[config.mk]
export PLATFORM = sky130hd
export DESIGN_NAME = burst_col_seq
export DESIGN_NICKNAME = d
export VERILOG_FILES = /design/src/rtl/bcg_pkg.sv /design/src/rtl/bcg_len_decode.sv /design/src/rtl/bcg_col_calc.sv /design/src/rtl/burst_col_seq.sv
export SDC_FILE = /design/constraint.sdc
export NUM_CORES = 1
export LEC_CHECK = 0
export BUFFER_PORTS_ARGS = -buffer_cell sky130_fd_sc_hd__buf_2
export CORE_MARGIN = 2
export CORE_UTILIZATION = 52
export CTS_CLUSTER_DIAMETER = 30
export DETAILED_ROUTE_END_ITERATION = 10
export PLACE_DENSITY = 0.75
export SYNTH_ARGS = -nofsm -noshare
export SYNTH_HDL_FRONTEND = slang
export SYNTH_SLANG_ARGS = --single-unit
[constraint.sdc]
create_clock -name clk -period 2.2 [get_ports clk]
set_clock_uncertainty 0.2 [all_clocks]
set_input_delay 0.11 -clock clk [delete_from_list [all_inputs] [get_ports clk]]
set_output_delay 0.11 -clock clk [all_outputs]
set_load 0.02 [all_outputs]
[src/rtl/bcg_pkg.sv]
package bcg_pkg;
    typedef enum logic [1:0] {
        ST_IDLE  = 2'd0,
        ST_FIXED = 2'd1,
        ST_PAGE  = 2'd2
    } bcg_state_e;
endpackage

[src/rtl/bcg_len_decode.sv]
module bcg_len_decode #(
    parameter int COL_W    = 9,
    parameter int CODE_W   = 3,
    parameter int MAX_LOG2 = 3
) (
    input  logic [CODE_W-1:0] code,
    output logic [COL_W-1:0]  win_mask,
    output logic              full_page
);
    // Codes above the largest fixed exponent select a whole row.
    assign full_page = (32'(code) > 32'(MAX_LOG2));

    // Bit i of the window mask is set when the burst spans more than 2**i columns.
    for (genvar i = 0; i < COL_W; i++) begin : g_mask
        assign win_mask[i] = full_page | (32'(code) > 32'(i));
    end
endmodule

[src/rtl/bcg_col_calc.sv]
module bcg_col_calc #(
    parameter int COL_W = 9
) (
    input  logic [COL_W-1:0] base,
    input  logic [COL_W-1:0] beat,
    input  logic [COL_W-1:0] win_mask,
    input  logic             ilv,
    output logic [COL_W-1:0] col
);
    logic [COL_W-1:0] sum;
    logic [COL_W-1:0] seq_col;
    logic [COL_W-1:0] ilv_col;

    assign sum     = base + beat;
    assign seq_col = (base & ~win_mask) | (sum & win_mask);
    assign ilv_col = base ^ (beat & win_mask);
    assign col     = ilv ? ilv_col : seq_col;
endmodule

[src/rtl/burst_col_seq.sv]
module burst_col_seq
    import bcg_pkg::*;
#(
    parameter int COL_W    = 9,
    parameter int CODE_W   = 3,
    parameter int MAX_LOG2 = 3
) (
    input  logic              clk,
    input  logic              rst_n,
    input  logic              start,
    input  logic [COL_W-1:0]  start_col,
    input  logic [CODE_W-1:0] len_code,
    input  logic              ileave,
    input  logic              stop,
    output logic [COL_W-1:0]  col,
    output logic              col_valid,
    output logic              col_last
);
    localparam logic [COL_W-1:0] BEAT_ONE = COL_W'(1);

    bcg_state_e       state_q, state_d;
    logic [COL_W-1:0] base_q, beat_q, mask_q;
    logic             ilv_q;
    logic             load, adv;
    logic [COL_W-1:0] dec_mask;
    logic             dec_page;
    logic             final_beat;

    bcg_len_decode #(.COL_W(COL_W), .CODE_W(CODE_W), .MAX_LOG2(MAX_LOG2)) u_dec (
        .code      (len_code),
        .win_mask  (dec_mask),
        .full_page (dec_page)
    );

    bcg_col_calc #(.COL_W(COL_W)) u_calc (
        .base     (base_q),
        .beat     (beat_q),
        .win_mask (mask_q),
        .ilv      (ilv_q),
        .col      (col)
    );

    assign final_beat = (beat_q == mask_q);

    // Next state and step control
    always_comb begin
        state_d = state_q;
        load    = 1'b0;
        adv     = 1'b0;
        unique case (state_q)
            ST_IDLE: begin
                if (start) load = 1'b1;
            end
            ST_FIXED: begin
                if (start)                   load = 1'b1;
                else if (stop || final_beat) state_d = ST_IDLE;
                else                         adv = 1'b1;
            end
            ST_PAGE: begin
                if (start)     load = 1'b1;
                else if (stop) state_d = ST_IDLE;
                else           adv = 1'b1;
            end
            default: state_d = ST_IDLE;
        endcase
        if (load) state_d = dec_page ? ST_PAGE : ST_FIXED;
    end

    // State register
    always_ff @(posedge clk or negedge rst_n) begin
        if (!rst_n) state_q <= ST_IDLE;
        else        state_q <= state_d;
    end

    // Burst context
    always_ff @(posedge clk or negedge rst_n) begin
        if (!rst_n) begin
            base_q <= '0;
            beat_q <= '0;
            mask_q <= '0;
            ilv_q  <= 1'b0;
        end else if (load) begin
            base_q <= start_col;
            beat_q <= '0;
            mask_q <= dec_mask;
            ilv_q  <= ileave & ~dec_page;
        end else if (adv) begin
            beat_q <= beat_q + BEAT_ONE;
        end
    end

    // Outputs
    always_comb begin
        col_valid = 1'b0;
        col_last  = 1'b0;
        unique case (state_q)
            ST_IDLE:  ;
            ST_FIXED: begin
                col_valid = 1'b1;
                col_last  = final_beat;
            end
            ST_PAGE:  col_valid = 1'b1;
            default:  ;
        endcase
    end

    assert_idle_after_reset_R1: assert property (@(posedge clk) disable iff (!rst_n)
        !col_valid && !start |=> !col_valid);

    assert_start_loads_R2: assert property (@(posedge clk) disable iff (!rst_n)
        start |=> col_valid && col == $past(start_col));

    assert_window_fixed_R4: assert property (@(posedge clk) disable iff (!rst_n)
        col_valid && !start |=> !col_valid || ((col ^ $past(col)) & ~mask_q) == '0);

    assert_last_ends_R6: assert property (@(posedge clk) disable iff (!rst_n)
        col_last && !start |=> !col_valid);

    assert_page_step_R7: assert property (@(posedge clk) disable iff (!rst_n)
        col_valid && !col_last && &mask_q && !ilv_q && !start && !stop
        |=> col_valid && !col_last && col == $past(col) + BEAT_ONE);

    assert_stop_halts_R8: assert property (@(posedge clk) disable iff (!rst_n)
        stop && !start |=> !col_valid);
endmodule

==> summary.txt <==
Outcome
  – Status: finished with violations
  – Failing checks: negative setup slack

Power
  – Internal cell power: 0.00116 W
  – Worst ir drop on vdd: 378 uV
  – Sw Ratio: 35.5%
  – Clock network power share: 23.6%
  – Reg power frac: 35.2%
  – Power per cell area: 591 nW/um^2
  – Combinational fraction of design power: 41.2%
  – Leakage: 1.50 nW
  – NetSw: 0.000641 W

Setup path
  – R2R Setup Slk: -0.17 ns
  – Reg2reg start: beat_q[0]
  – Critical path data arrival time: 2.34 ns
  – CP Capture Type: primary output
  – CP Launch Type: flop
  – Reg-to-reg endpoint: beat_q[3]
  – R2R cell count: 9
  – Crit path max fanout: 2
  – Worst EP required: 1.89 ns
  – Worst setup path class: reg -> out

Min path
  – Hold EP: state_q[0]
  – Hold path startpoint: start
  – Worst hold path depth: 4
  – Hold/Removal Path Class: in -> reg

Floorplan
  – Die X: 67.1 um
  – Total die area: 4510 um^2
  – # rows: 22
  – Core Box Area: 3740 um^2
  – Boundary Pins: 28
  – Initial core utilization: 55.3%
  – Die height: 67.1 um

Final layout
  – Final Cell Area: 3050 um^2
  – Commonest non-fill, non-tap cells in the layout: 52 x nand2_1, 49 x buf_4, 23 x dfrtp_1
  – Commonest non-fill, non-tap cell in the layout: nand2_1
  – Layout cells sized above 1: 36.3%
  – Ant diodes: 0
  – Sequential cell area: 707 um^2
  – Filler instances: 225
  – Area of the multi-input gates: 1540 um^2
  – # nets final: 358
  – P&R area growth vs syn: 47.3%

Placement
  – Cell Area, Placed: 2570 um^2
  – Place WS: -0.261 ns
  – Routability cong.: 0.840
  – Port Buffers: 27
  – Post-DP HPWL: 3980 um

STA
  – Final TNS setup: -2.95 ns
  – Slack of the critical path: -0.448 ns
  – Finish-stage setup viols: 15
  – Slew Limit Headroom: 54.3%
  – Max Slew Vio Count: 0
  – RSZ-0062 raised after global routing: yes
  – Period minus WS final: 2.65 ns
  – Fmax: 378 MHz
  – Worst hold slack: 0.120 ns
  – Hold Vio Cnt, Final: 0
  – Slew @ Worst Pin: 0.685 ns
  – Final period utilization: 120%

CTS
  – CTS Root Cell: clkbuf_8
  – CTS clk-pin slew, worst paths: 0.11 ns
  – CTS Buf Count: 3
  – CTS Sinks: 28
  – Worst-skew pair later-pin latency: 0.28 ns
  – CTS tree: built
  – Htree depth: 1
  – Max clock buf depth: 2

Routing
  – Routed len/inst: 18.1 um
  – Drt total wl: 6600 um
  – DR vias: 2162
  – Pre-antenna DRT Iters: 4
  – Initial DRC Count: 233
  – DRC: 0
  – Avg Vias per Cell: 5.92
  – Antenna viol nets, final: 0

Synth
  – Synthesized Nets: 275
  – Post-synth top area share: 33.8%
  – Post-synthesis cell type count: 47
  – Syn_area_per_cell: 8.82 um^2
  – Cell taking the most area after synthesis: dfrtp_1
  – Post-synth EDFFs: 0
  – Seq/Total Area, Yosys: 33.8%
  – Total number of yosys warnings: 0
  – Synth top area cells: dfrtp_1 34%, ha_1 13%, nand2_1 9.4%
  – Cell count after synthesis: 235
  – Top_reg_cell synth: dfrtp_1
  – Cell Area, Synth: 2070 um^2
  – Synth async-reset ratio: 100%
  – Yosys reg bits: 28

Global route
  – Vias in the first global route: 2124
  – Initial antenna violation count: 0
  – Largest net degree at the start of global routing: 29
  – Global-route wire length before repair: 10200 um
  – Congestion Overflow GR: 0
  – GRT Util Overall: 30.3%

Flow run
  – MaxCap Viol Count: 0
## what timing repair did
action | CTS | global route
setup endpoints to repair | 18 | 18
hold buffers | 15 | 0
gates resized for setup | 26 | 21
pin swaps | 18 | 6
setup buffers | 5 | 5
hold endpoints to repair | 42 | 0
gates cloned | 1 | 0
## worst max-delay path by stage
stage              start         to  slack, ns  depth (start not counted)
3_5_place_dp   beat_q[4]  beat_q[8]      -0.26                          7
2_1_floorplan  beat_q[0]     col[8]      -0.03                          7
3_3_place_gp   beat_q[4]  beat_q[8]      -0.19                          7
4_1_cts        base_q[0]     col[8]      -0.44                          8
6_report       beat_q[0]     col[8]      -0.45                          8
5_1_grt        base_q[0]     col[8]      -0.53                          8
## layout make-up
cell class	count	share of cell area, %
Clock buffer	3	1.35
Clock inverter	1	0.984
Inverter	6	0.738
Multi-Input combinational cell	192	50.4
Sequential cell	28	23.2
Tap cell	48	1.97
Timing Repair Buffer	87	21.4
## logic make-up after synthesis
logic type	after synthesis	share of synthesized area, %
AOI/OAI and AO/OA	57	19.5
xor gates and xnor gates	10	4.23
adders and majority gates	23	14.3
buffers and inverters	15	3.14
DFF	28	33.8
muxes	6	3.02
and+or+nand+nor	96	22.0
## cell usage after synthesis, types with 3 or more instances
cell type and n:
a211oi_1 8, a21o_1 4, inv_1 6, and3_1 4
ha_1 22, a21oi_1 13, a31oi_1 3, mux2i_1 4
nand3b_1 3, nand2_1 52, o21ai_0 11, clkbuf_1 6
dfrtp_1 28, nor3_1 6, nand3_1 3, nor2b_1 7
nand2b_1 3, nor2_1 10, xnor2_1 8
## stage by stage
step | std cells | power, W | utilization (%)
2_1_floorplan | 235 | 0.000998 | -
3_3_place_gp | 339 | 0.00121 | 68.6
3_5_place_dp | 339 | 0.00123 | 68.6
4_1_cts | 363 | 0.00173 | 79.0
5_1_grt | 365 | 0.00189 | 81.5
6_report | 365 | 0.00180 | 81.5
## worst max-delay path, cell delays in order, from the launching register on
cell       delay [ns]
dfrtp_1          0.42
ha_2             0.21
fa_2             0.35
a211oi_2         0.23
o21ai_2          0.09
a21o_1           0.18
a221o_1          0.34
o2111ai_4        0.10
buf_6            0.14
## registers in the layout, indices dropped and copies added (netlist names)
name     cells
ilv_q        1
mask_q       7
beat_q       9
state_q      2
base_q       9
## layer usage
metal / global-route usage [%] / part of all wire [%] / up-vias
met5: 0 / 0 / -
met3: 4.56 / 5.7 / 14
met4: 6.63 / 1.9 / 0
li1: - / - / 1005
met1: 37.2 / 42 / 1069
met2: 55.7 / 50 / 74
## power by group through the flow
stage          combinational (W)  sequential [W]  clock, W
4_1_cts                 0.000676        0.000627  0.000428
3_3_place_gp            0.000578        0.000628         0
6_report                0.000744        0.000635  0.000425
3_5_place_dp            0.000595        0.000631         0
2_1_floorplan           0.000370        0.000628         0
5_1_grt                 0.000801        0.000641  0.000451
No activity file was read; power rests on OpenSTA's default activity.
